**src/rtl/cbha_pkg.sv**
```systemverilog
package cbha_pkg;
  typedef enum logic [1:0] {
    ARB_HOLD = 2'd0,
    ARB_CPU  = 2'd1,
    ARB_MST  = 2'd2
  } arb_state_e;
endpackage

```
**src/rtl/bus_cycle_tracker.sv**
```systemverilog
module bus_cycle_tracker (
  input  logic clk,
  input  logic rst_n,
  input  logic cycle_start,
  input  logic cycle_end,
  output logic busy
);
  logic open_q;

  always_ff @(posedge clk) begin
    if (!rst_n) open_q <= 1'b0;
    else        open_q <= (open_q | cycle_start) & ~cycle_end;
  end

  assign busy = open_q | cycle_start;

  p_end_closes_r3: assert property (@(posedge clk) disable iff (!rst_n)
    (cycle_end && !cycle_start) |=> !open_q || cycle_start);
endmodule

```
**src/rtl/mst_pick.sv**
```systemverilog
module mst_pick #(
  parameter int N_MST          = 3,
  parameter bit LOW_INDEX_WINS = 1'b1,
  localparam int IDX_W = (N_MST > 1) ? $clog2(N_MST) : 1
) (
  input  logic [N_MST-1:0] req,
  output logic             any,
  output logic [IDX_W-1:0] idx,
  output logic [N_MST-1:0] onehot
);
  assign any = |req;

  generate
    if (LOW_INDEX_WINS) begin : g_low
      always_comb begin
        idx = '0;
        for (int i = N_MST - 1; i >= 0; i--) begin
          if (req[i]) idx = IDX_W'(i);
        end
      end
    end else begin : g_high
      always_comb begin
        idx = '0;
        for (int i = 0; i < N_MST; i++) begin
          if (req[i]) idx = IDX_W'(i);
        end
      end
    end
  endgenerate

  always_comb begin
    onehot = '0;
    if (any) onehot[idx] = 1'b1;
  end
endmodule

```
**src/rtl/cpu_bus_hold_arbiter.sv**
```systemverilog
module cpu_bus_hold_arbiter #(
  parameter int N_MST          = 3,
  parameter bit LOW_INDEX_WINS = 1'b1,
  parameter bit CPU_OVER_MST   = 1'b0
) (
  input  logic             clk,
  input  logic             rst_n,
  input  logic             cpu_breq,
  input  logic             cpu_hlda,
  input  logic             cpu_ads,
  input  logic             cpu_rdy,
  input  logic             cpu_hitm,
  input  logic [N_MST-1:0] mst_req,
  output logic             cpu_hold,
  output logic [N_MST-1:0] mst_gnt
);
  import cbha_pkg::*;
  localparam int IDX_W = (N_MST > 1) ? $clog2(N_MST) : 1;

  logic             bus_busy;
  logic             req_any;
  logic [IDX_W-1:0] pick_idx;
  logic [N_MST-1:0] pick_oh;
  logic             mst_wins;

  arb_state_e       st_q, st_d;
  logic [IDX_W-1:0] own_q, own_d;
  logic             hold_q, hold_d;
  logic [N_MST-1:0] gnt_q, gnt_d;

  bus_cycle_tracker u_track (
    .clk(clk), .rst_n(rst_n),
    .cycle_start(cpu_ads), .cycle_end(cpu_rdy), .busy(bus_busy)
  );

  mst_pick #(.N_MST(N_MST), .LOW_INDEX_WINS(LOW_INDEX_WINS)) u_pick (
    .req(mst_req), .any(req_any), .idx(pick_idx), .onehot(pick_oh)
  );

  generate
    if (CPU_OVER_MST) begin : g_cpu_top
      assign mst_wins = req_any & ~cpu_breq;
    end else begin : g_cpu_low
      assign mst_wins = req_any;
    end
  endgenerate

  always_comb begin
    st_d   = st_q;
    own_d  = own_q;
    hold_d = hold_q;
    gnt_d  = gnt_q;
    unique case (st_q)
      ARB_HOLD: begin
        hold_d = 1'b1;
        if (mst_wins && cpu_hlda && !cpu_hitm && !bus_busy) begin
          st_d  = ARB_MST;
          own_d = pick_idx;
          gnt_d = pick_oh;
        end else if (!mst_wins && cpu_breq && !cpu_hitm && !bus_busy) begin
          st_d   = ARB_CPU;
          hold_d = 1'b0;
        end
      end
      ARB_CPU: begin
        if (mst_wins) begin
          st_d   = ARB_HOLD;
          hold_d = 1'b1;
        end
      end
      ARB_MST: begin
        if (!mst_req[own_q]) begin
          st_d  = ARB_HOLD;
          gnt_d = '0;
        end
      end
      default: begin
        st_d   = ARB_HOLD;
        hold_d = 1'b1;
        gnt_d  = '0;
      end
    endcase
  end

  always_ff @(posedge clk) begin
    if (!rst_n) begin
      st_q   <= ARB_HOLD;
      own_q  <= '0;
      hold_q <= 1'b1;
      gnt_q  <= '0;
    end else begin
      st_q   <= st_d;
      own_q  <= own_d;
      hold_q <= hold_d;
      gnt_q  <= gnt_d;
    end
  end

  assign cpu_hold = hold_q;
  assign mst_gnt  = gnt_q;

  p_gnt_onehot_r9: assert property (@(posedge clk) disable iff (!rst_n)
    $onehot0(mst_gnt));
  p_gnt_under_hold_r9: assert property (@(posedge clk) disable iff (!rst_n)
    (|mst_gnt) |-> cpu_hold);
  p_gnt_after_hlda_r5: assert property (@(posedge clk) disable iff (!rst_n)
    $rose(|mst_gnt) |-> $past(cpu_hlda));
  p_gnt_after_hitm_r6: assert property (@(posedge clk) disable iff (!rst_n)
    $rose(|mst_gnt) |-> $past(!cpu_hitm));
  p_release_idle_r3: assert property (@(posedge clk) disable iff (!rst_n)
    $fell(cpu_hold) |-> $past(!bus_busy && cpu_breq));

  generate
    for (genvar i = 0; i < N_MST; i++) begin : g_keep
      p_keep_gnt_r7: assert property (@(posedge clk) disable iff (!rst_n)
        (mst_gnt[i] && mst_req[i]) |=> mst_gnt[i]);
    end
  endgenerate
endmodule

```
**config.mk**
```make
export PLATFORM = sky130hd
export DESIGN_NAME = cpu_bus_hold_arbiter
export DESIGN_NICKNAME = d
export VERILOG_FILES = /design/src/rtl/cbha_pkg.sv /design/src/rtl/bus_cycle_tracker.sv /design/src/rtl/mst_pick.sv /design/src/rtl/cpu_bus_hold_arbiter.sv
export SDC_FILE = /design/constraint.sdc
export NUM_CORES = 1
export LEC_CHECK = 0
export ABC_AREA = 1
export BUFFER_PORTS_ARGS = -buffer_cell sky130_fd_sc_hd__buf_2
export CAP_MARGIN = 15
export CORE_AREA = 10 10 47 49
export DETAILED_ROUTE_END_ITERATION = 10
export DIE_AREA = 0 0 57 59
export SYNTH_ARGS = -nofsm -noshare
export SYNTH_HDL_FRONTEND = slang
export SYNTH_SLANG_ARGS = --single-unit
```
**constraint.sdc**
```tcl
create_clock -name clk -period 1.7 [get_ports clk]
set_input_delay 0.085 -clock clk [delete_from_list [all_inputs] [get_ports clk]]
set_output_delay 0.085 -clock clk [all_outputs]
set_load 0.02 [all_outputs]
```
==> impl_metrics.csv, run 1 <==
group,metric,value,unit
cells_and_area,n_antenna_cell,0,
grt,first_global_vias,502,
pwr,max-vdd-ir-drop,0.426,mV
detailed_routing,drc,0,
worst_setup_path,crit_path_start,"st_q[1]$_SDFFE_PN0P_",
grt,grt_overflow,0,
worst_setup_path,worstRegToRegCells,7,
floorplan,boundaryPins,14,
run,maxCapViolCount,0,
floorplan,coreArea,1400,um2
detailed_routing,drt-pass1-iter-count,2,
sta,setup_viol,0,
clock_tree,cts_buffer_depth,2,
worst_setup_path,setup.worst_path.end_class,"flip-flop",
floorplan,dieArea,3360,um2
sta,fin_worst_skew,0.00287,ns
clock_tree,cts.sinks,9,
sta,rsz0062_at_grt,"false",
sta,setup_tns,0,ns
cells_and_area,fill_cells,162,
detailed_routing,routed_wirelength,1.15,mm
floorplan,die_w,57,um
clock_tree,cts_buffers,3,
detailed_routing,avgViaCountPerCell,4.45,
clock_tree,root_buffer,"clkbuf_4",
placed_design,post_dp_cell_area,637,um2
worst_setup_path,start_kind,"flip-flop",
floorplan,die_y,59,um
worst_setup_path,r2r_end,"mst_gnt[0]$_SDFFE_PN0P_",
cells_and_area,final_nets,114,
logic_synthesis,synthCells,85,
logic_synthesis,synth_ff_type,"dfxtp_1",
logic_synthesis,synth_top_cell_by_area,"dfxtp_1",
placed_design,portBuffers,13,
pwr,power-per-cell-area,810,nW/um2
worst_setup_path,r2r-start,"st_q[1]$_SDFFE_PN0P_",
logic_synthesis,syn_nets,95,
outcome,outcome,"complete, no violations",
sta,tightestPinTransition,0.203,ns
sta,clock.fmax,0.947,GHz
worst_hold_path,hold_path.startpoint,"rst_n",
logic_synthesis,netlist_area,552,um2
detailed_routing,dr.first_iter.drc_count,9,
clock_tree,clkSlewWorstSetupHoldPaths,0.06,ns
worst_setup_path,path_max_fanout,6,
sta,period_minus_slack,1.06,ns
cells_and_area,drive_gt1_share,32.0,%
worst_hold_path,hold_path.class,"in2reg",
logic_synthesis,netlist-cell-type-count,15,
worst_setup_path,r2r_setup_slack,0.64,ns
placed_design,gp_congestion,0.786,
worst_hold_path,worstHoldPathCells,3,
clock_tree,clk_latency,0.27,ns
grt,grt_max_degree,7,
grt,track_usage,7.39,%
logic_synthesis,yosys.area.top_type_share,32.7,%
grt,grt_first_pass_wirelength,1.97,mm
logic_synthesis,synth_area_per_cell,6.49,um2
clock_tree,cts_max_level,1,
detailed_routing,num_vias,529,
pwr,p_leak,0.000343,uW
floorplan,start_util,39.4,%
cells_and_area,synthToLayoutAreaGrowth,22.0,%
sta,slew_violations,0,
logic_synthesis,synth.most_common_cell,"nand2_1",
logic_synthesis,yosysWarnings,0,
worst_setup_path,crit_type,"reg2reg",
clock_tree,cts_resized,0,
grt,grt_antenna_before_repair,0,
placed_design,dp_hpwl,992,um
worst_setup_path,cp_data_required_time,1.86,ns
detailed_routing,avgRoutedWirePerCell,9.69,um
floorplan,core.rowCount,14,
logic_synthesis,async_flop_share,0,%
logic_synthesis,synth_edf_count,0,
sta,relSlewSlack,86.4,%
detailed_routing,antenna_left,0,
sta,fin_crit_sh,62.1,%
logic_synthesis,synth_seq_cells,9,
logic_synthesis,yosysSeqAreaShare,32.7,%
cells_and_area,design_area,673,um2
worst_setup_path,worstPathArrival,1.22,ns
clock_tree,cts_tree,"built",
sta,finalHoldViolations,0,
worst_hold_path,hold_end,"mst_gnt[1]$_SDFFE_PN0P_",
logic_synthesis,ys_top_cells_by_area,"dfxtp_1, nand2_1, nor2_1, inv_1, nand3_4",
logic_synthesis,synth_common_cells,"nand2_1, nor2_1, inv_1, dfxtp_1",
[where the power goes]
group | switching, uW | total (uW) | internal (uW)
logic | 85.4 | 136 | 50.5
clock network | 81.9 | 173 | 90.9
registers | 8.58 | 236 | 228
[critical path: stages, from the launching register on]
cell and delay (ns):
dfxtp_1 0.38, nand2_2 0.10, nor2_4 0.12, nand3_4 0.09
nand3_4 0.11, nand2_1 0.06, nand2_1 0.05, nor2_1 0.04
[cell type report]
class / instances / area (um2) / area share [%]
Multi-Input combinational cell: 59 / 308 / 45.7
Sequential cell: 9 / 180 / 26.8
Timing Repair Buffer: 14 / 75.1 / 11.2
Inverter: 17 / 63.8 / 9.48
Clock buffer: 4 / 26.3 / 3.90
Tap cell: 16 / 20.0 / 2.97
[flip-flops by register name, indices dropped and copies added, names as in the netlist]
signal,count
cpu_hold,1
st_q,2
own_q,2
u_track.open_q,1
mst_gnt,3
[how the worst max path moves through the flow]
stage	endpoint	slack (ns)	cells past startpoint
after floorplan	mst_gnt[0]$_SDFFE_PN0P_	0.72	8
after global placement	mst_gnt[2]$_SDFFE_PN0P_	0.66	8
after detailed placement	mst_gnt[0]$_SDFFE_PN0P_	0.65	8
after CTS	mst_gnt[0]$_SDFFE_PN0P_	0.63	7
after global routing	mst_gnt[2]$_SDFFE_PN0P_	0.51	5
final	mst_gnt[0]$_SDFFE_PN0P_	0.64	7
[what timing repair did]
| action | in CTS | in global routing |
|---|---|---|
| endpoints found under the hold margin | 1 | 0 |
| buffers inserted | 0 | 0 |
| hold buffers | 1 | 0 |
[stage by stage]
step	setup WS, ns	power [uW]	cells	hold slack, ns	util [%]
floorplan	0.719	338	85	0.164	-
global placement	0.657	377	114	0.254	45.4
detailed placement	0.646	377	114	0.251	45.4
CTS	0.629	553	119	0.0908	48.0
global route	0.506	582	119	0.116	48.0
finish	0.644	545	119	0.0920	48.0
[layout by cell type, fill, tap and decap left out, drive strengths merged]
cell type	netlist	routed
dlygate4sd3	0	1
inv	17	17
nand2	22	22
clkbuf	0	4
nand3	6	6
nor3	3	3
buf	0	13
dfxtp	9	9
o21ai	3	3
nor2	20	20
a21oi	4	4
o211ai	1	1
[cells by family after synthesis]
group | Yosys count | synth area share (%)
AND/OR/NAND/NOR | 51 | 48.1
buffers and inverters | 17 | 11.6
flip-flops | 9 | 32.7
AO/OA/AOI/OAI | 8 | 7.71
[metal layers]
layer / GRT usage (%) / wire length [um] / up-vias
li1: - / - / 295
met1: 7.38 / 509 / 218
met2: 11.2 / 519 / 13
met3: 5.36 / 101 / 3
met4: 4.03 / 22 / 0
met5: 0 / 0 / -
No activity file was read; power rests on OpenSTA's default activity.
==> run 2: changes to the inputs <==
Clock period 1.7 ns to 1 ns, I/O delays scaled along.
==> run 2 against run 1 <==
Against the previous run: the flow now finishes with violations (setup timing); design area up 6.3%; sequential share of layout area down 0.37 points; non-clock buffer count up 1; clock power up 68%; routed wire length up 4.5%; die area unchanged; setup slack worse by 0.69 ns; utilization up 3.0 points; worst hold slack worse by 0.038 ns.
==> impl_metrics.csv, run 2 (synthesized netlist as in run 1, its figures left out) <==
group,metric,value,unit
outcome,outcome,"complete, but fails checks",
outcome,violations,"setup timing",
pwr,power-per-cell-area,1320,nW/um2
worst_setup_path,path_max_fanout,6,
grt,track_usage,7.61,%
worst_setup_path,cp_slowest_cell,"dfxtp_2",
detailed_routing,num_vias,537,
sta,setup_viol,5,
grt,grt_antenna_before_repair,0,
floorplan,dieArea,3360,um2
pwr,max-vdd-ir-drop,0.762,mV
grt,grt_first_pass_wirelength,2.03,mm
clock_tree,cts_max_level,1,
floorplan,coreArea,1400,um2
worst_setup_path,worstPathArrival,1.25,ns
placed_design,portBuffers,13,
sta,finalHoldViolations,0,
detailed_routing,dr.first_iter.drc_count,12,
grt,first_global_vias,518,
grt,grt_max_degree,7,
floorplan,die_y,59,um
cells_and_area,final_cell_mix,"nand2_1, nor2_1, buf_2",
floorplan,die_w,57,um
clock_tree,clkSlewWorstSetupHoldPaths,0.06,ns
worst_setup_path,crit_type,"reg2reg",
detailed_routing,antenna_left,0,
worst_setup_path,crit_chain,"inv_2, nand2_2, nor2_2, nand2_2, nand2_2, nand3_4, nand2_2, nand2_1, nor2_1",
worst_setup_path,start_kind,"flip-flop",
sta,rsz0062_at_grt,"true",
sta,hold_slack,0.0539,ns
cells_and_area,largest_reg_flops,3,
worst_setup_path,cpLargestDelayFamily,"simple AND/OR/NAND/NOR gates",
placed_design,post_dp_cell_area,644,um2
floorplan,start_util,39.4,%
placed_design,dp_hpwl,951,um
sta,clock.fmax,0.957,GHz
sta,period_minus_slack,1.04,ns
clock_tree,root_buffer,"clkbuf_4",
cells_and_area,final_nets,115,
cells_and_area,synthToLayoutAreaGrowth,29.7,%
grt,grt_overflow,0,
sta,setup_ws,-0.0446,ns
detailed_routing,drt-pass1-iter-count,3,
worst_setup_path,path_common_cell,"nand2_2",
floorplan,core.rowCount,14,
detailed_routing,drc,0,
placed_design,gp_congestion,0.772,
sta,fin_crit_sh,104,%
floorplan,boundaryPins,14,
worst_setup_path,crit_buf_inv,1,
pwr,p_leak,0.000355,uW
worst_setup_path,cpPeakStageDelay,0.33,ns
worst_setup_path,setup.worst_path.end_class,"flip-flop",
cells_and_area,drive_gt1_share,43.3,%
cells_and_area,design_area,716,um2
detailed_routing,avgRoutedWirePerCell,10.0,um
clock_tree,cts.sinks,9,
cells_and_area,layout.cells.most_common,"nand2_1",
clock_tree,cts_tree,"built",
clock_tree,cts_buffers,3,
worst_setup_path,cp_data_required_time,1.21,ns
cells_and_area,n_antenna_cell,0,
detailed_routing,avgViaCountPerCell,4.48,
sta,fin_worst_skew,0.00110,ns
worst_hold_path,hold_path.class,"in2reg",
sta,slew_violations,0,
detailed_routing,routed_wirelength,1.21,mm
sta,relSlewSlack,89.5,%
sta,tightestPinTransition,0.156,ns
clock_tree,clk_latency,0.27,ns
run,maxCapViolCount,0,
clock_tree,cts_buffer_depth,2,
-- run 2: area by class of cell --
class / instances / area [um2]
Multi-Input combinational cell: 59 / 334
Inverter: 17 / 63.8
Timing Repair Buffer: 15 / 82.6
Tap cell: 16 / 20.0
Fill cell: 144 / 686
Sequential cell: 9 / 189
Clock buffer: 4 / 26.3
-- run 2: metrics by stage --
stage	power [uW]	instances	worst slack, ns	TNS, ns	utilization (%)
floorplan	574	85	0.0190	0	-
global placement	644	115	-0.0453	-0.213	46.0
detailed placement	643	115	-0.0566	-0.252	46.0
CTS	947	120	-0.0526	-0.229	49.3
global route	1000	120	-0.137	-0.634	51.1
finish	943	120	-0.0446	-0.123	51.1
-- run 2: repair_timing --
item                                    in CTS  in global routing
endpoints found under the setup margin       6                  8
pin swaps                                    2                  7
gates resized for setup                      4                 11
hold buffers                                 1                  0
hold endpoints to repair                     1                  0
buffers inserted                             0                  0
-- run 2: tightest hold or removal path, cell delays in order --
cell     delay [ns]
buf_2          0.14
nand2_1        0.07
nor2_1         0.03
-- run 2: power by group --
group	internal, uW	switching, uW	total (uW)
registers	386	19.0	405
logic	95.9	153	249
clock network	154	135	290
total	636	307	943
-- run 2: path summary, 6_finish.rpt --
path                             start                       to  slack [ns]  depth (start not counted)
max reg2reg  u_track.open_q$_SDFF_PN0_  mst_gnt[1]$_SDFFE_PN0P_       -0.04                          9
max          u_track.open_q$_SDFF_PN0_  mst_gnt[1]$_SDFFE_PN0P_       -0.04                          9
min                              rst_n  mst_gnt[0]$_SDFFE_PN0P_        0.05                          3
min reg2reg      own_q[0]$_SDFFE_PN0P_    own_q[0]$_SDFFE_PN0P_        0.48                          2
-- run 2: per-layer routing --
metal  vias to the layer above  track usage (%)  part of all wire, %
met5                         -                0                    0
met4                         0             6.04                  2.8
met3                         3             3.22                  6.2
met2                        16             11.0                   43
met1                       223             8.56                   47
li1                        295                -                    -
==> run 3: changes to the inputs <==
Settings changed: SYNTH_HIERARCHICAL set to 1.
==> run 3 against run 2 <==
Against the previous run: the run still ends with setup timing left; sequential cell count unchanged; cell count down 2.5%; clock power shrank 2%; global-route usage shrank 0.34 points; clock-buffer cell count down 1; sequential share of layout area fell by 1.5 points; critical path type unchanged; largest cell class unchanged.
==> impl_metrics.csv, run 3 <==
group,metric,value,unit
outcome,outcome,"complete, but fails checks",
outcome,violations,"setup timing",
floorplan,boundaryPins,14,
sta,hold_slack,0.0607,ns
cells_and_area,final_util,52.7,%
pwr,max-vdd-ir-drop,0.767,mV
clock_tree,cts_tree,"built",
sta,slew_violations,0,
floorplan,coreArea,1400,um2
worst_setup_path,crit_chain,"nor2_4, inv_2, nor2_4, nand2_4, o21bai_4, nand3_1, nand2_1, nor2_1",
placed_design,dp_slack,-0.196,ns
floorplan,die_w,57,um
grt,first_global_vias,496,
sta,setup_ws,-0.118,ns
sta,finalHoldViolations,0,
pwr,power-per-cell-area,1230,nW/um2
detailed_routing,antenna_left,0,
cells_and_area,multiInputGateArea,338,um2
sta,tightestPinTransition,0.194,ns
cells_and_area,final_cell_mix,"nand2_1, buf_2, nor2_1",
floorplan,core.rowCount,14,
pwr,p_sw,279,uW
pwr,power_frac_comb,24.9,%
worst_setup_path,setup.worst_path.end_class,"flip-flop",
detailed_routing,avgRoutedWirePerCell,10.2,um
pwr,pwr-share-clk,31.1,%
detailed_routing,drt-pass1-iter-count,3,
clock_tree,root_buffer,"clkbuf_4",
logic_synthesis,yosys.area.top_type_share,35.5,%
placed_design,gp_congestion,0.766,
worst_setup_path,crit_type,"reg2reg",
worst_setup_path,r2r_setup_slack,-0.12,ns
detailed_routing,avgViaCountPerCell,4.57,
sta,fin_crit_sh,112,%
cells_and_area,n_antenna_cell,0,
worst_setup_path,start_kind,"flip-flop",
worst_setup_path,cp_data_required_time,1.16,ns
logic_synthesis,synth_edf_count,0,
logic_synthesis,synth_ff_type,"dfxtp_1",
floorplan,dieArea,3360,um2
cells_and_area,design_area,738,um2
sta,relSlewSlack,87.0,%
worst_setup_path,path_common_cell,"nor2_4",
logic_synthesis,yosysWarnings,6,
logic_synthesis,synth_top_cell_by_area,"dfxtp_1",
logic_synthesis,netlist_area,508,um2
detailed_routing,dr.first_iter.drc_count,9,
logic_synthesis,yosysSeqAreaShare,35.5,%
pwr,p_leak,0.000384,uW
sta,fin_worst_skew,0.00556,ns
worst_setup_path,cpPeakStageDelay,0.33,ns
worst_setup_path,worstPathArrival,1.28,ns
sta,setup_viol,7,
cells_and_area,fill_cells,139,
sta,rsz0062_at_grt,"true",
cells_and_area,regArea,184,um2
sta,clock.fmax,0.894,GHz
grt,grt_first_pass_wirelength,2.01,mm
grt,track_usage,7.27,%
worst_setup_path,path_max_fanout,6,
placed_design,dp_hpwl,864,um
grt,grt_overflow,0,
detailed_routing,num_vias,535,
floorplan,die_y,59,um
cells_and_area,drive_gt1_share,46.5,%
logic_synthesis,async_flop_share,0,%
detailed_routing,routed_wirelength,1.20,mm
clock_tree,cts_buffers,3,
worst_setup_path,cp_slowest_cell,"dfxtp_2",
pwr,pwr-share-seq,43.9,%
logic_synthesis,ys_top_cells_by_area,"dfxtp_1, nand2_1, nor2_1, inv_1, a21oi_1",
logic_synthesis,syn_nets,88,
cells_and_area,synthToLayoutAreaGrowth,45.3,%
logic_synthesis,netlist-cell-type-count,18,
run,maxCapViolCount,0,
cells_and_area,largest_reg_flops,3,
cells_and_area,layout.cells.most_common,"nand2_1",
placed_design,post_dp_cell_area,622,um2
grt,grt_antenna_before_repair,0,
cells_and_area,final_cells,117,
detailed_routing,drc,0,
worst_hold_path,hold_path.class,"in2reg",
logic_synthesis,synth_common_cells,"nand2_1, nor2_1, inv_1, dfxtp_1, a21oi_1",
clock_tree,clkSlewWorstSetupHoldPaths,0.07,ns
placed_design,portBuffers,13,
logic_synthesis,synth_seq_cells,9,
clock_tree,cts_max_level,1,
logic_synthesis,synth_area_per_cell,6.51,um2
sta,period_minus_slack,1.12,ns
floorplan,start_util,36.2,%
clock_tree,clk_latency,0.26,ns
clock_tree,cts_buffer_depth,2,
placed_design,placedCellCount,110,
clock_tree,cts.sinks,9,
grt,grt_max_degree,8,
cells_and_area,final_nets,112,
logic_synthesis,synth.most_common_cell,"nand2_1",
pwr,p_int,629,uW
pwr,switching_share,30.7,%
logic_synthesis,synthCells,78,
run 3: changes by cell type in the layout (fill, tap and decap cells not counted), sizes merged, moves of 3 or more:
cell / previous run / this run
nand2: 22 / 19
a21oi: 4 / 7
inv: 17 / 13
nor3: 3 / 0
buf: 14 / 19
nor2: 20 / 16
run 3: final timing paths:
path | start | end | depth (start not counted)
worst max-delay path | u_track/open_q$_SDFF_PN0_ | mst_gnt[0]$_SDFFE_PN0P_ | 8
worst min-delay path | rst_n | u_track/open_q$_SDFF_PN0_ | 3
worst max register to register | u_track/open_q$_SDFF_PN0_ | mst_gnt[0]$_SDFFE_PN0P_ | 8
worst min register to register | own_q[1]$_SDFFE_PN0P_ | own_q[1]$_SDFFE_PN0P_ | 2
run 3: final cells by class:
cell class / instances / share of cell area [%]
inverters: 13 / 6.61
multi-input cells: 55 / 45.8
clock inverters: 1 / 0.678
flip-flops and latches: 9 / 24.9
well taps: 16 / 2.71
repair buffers: 20 / 16.3
clock buffers: 3 / 3.05
run 3: cells by family (layout without fill, tap and decap cells):
family                 count (synthesis)  count (layout)  share of synthesized area (%)
DFF                                    9               9                           35.5
and+or+nand+nor                       42              43                           39.2
AOI/OAI and AO/OA                     12              12                           13.5
buffers and inverters                 15              37                           11.8
run 3: power groups by stage:
stage / Clock [uW] / Sequential, uW / Combinational, uW
2_1_floorplan: 0 / 415 / 109
3_3_place_gp: 0 / 402 / 188
3_5_place_dp: 0 / 402 / 187
4_1_cts: 298 / 395 / 205
5_1_grt: 327 / 401 / 253
6_report: 283 / 399 / 227
run 3: timing repair:
item,CTS,global route
endpoints found under the setup margin,7,8
endpoints found under the hold margin,1,0
pin swaps,2,4
gates cloned,1,0
gates resized for setup,5,16
hold buffers,1,0
setup buffers,1,0
run 3: through the flow:
| step | power (uW) | TNS (ns) |
|---|---|---|
| 4_1_cts | 898 | -0.684 |
| 6_report | 909 | -0.554 |
| 5_1_grt | 982 | -1.23 |
| 2_1_floorplan | 524 | -0.349 |
| 3_3_place_gp | 590 | -0.786 |
| 3_5_place_dp | 589 | -0.945 |
run 3: per-layer routing:
layer / wire (um) / track usage (%) / vias up
li1: - / - / 295
met1: 528 / 7.74 / 229
met2: 594 / 11.8 / 11
met3: 75 / 4.51 / 0
met4: 0 / 2.01 / 0
met5: 0 / 0 / -
run 3: critical path: cells and delay by family, from the launching register on:
| family | cells | cell delay (ns) |
|---|---|---|
| AND/OR/NAND/NOR | 6 | 0.48 |
| flip-flops | 1 | 0.33 |
| AO/OA/AOI/OAI | 1 | 0.16 |
| buffers and inverters | 1 | 0.05 |
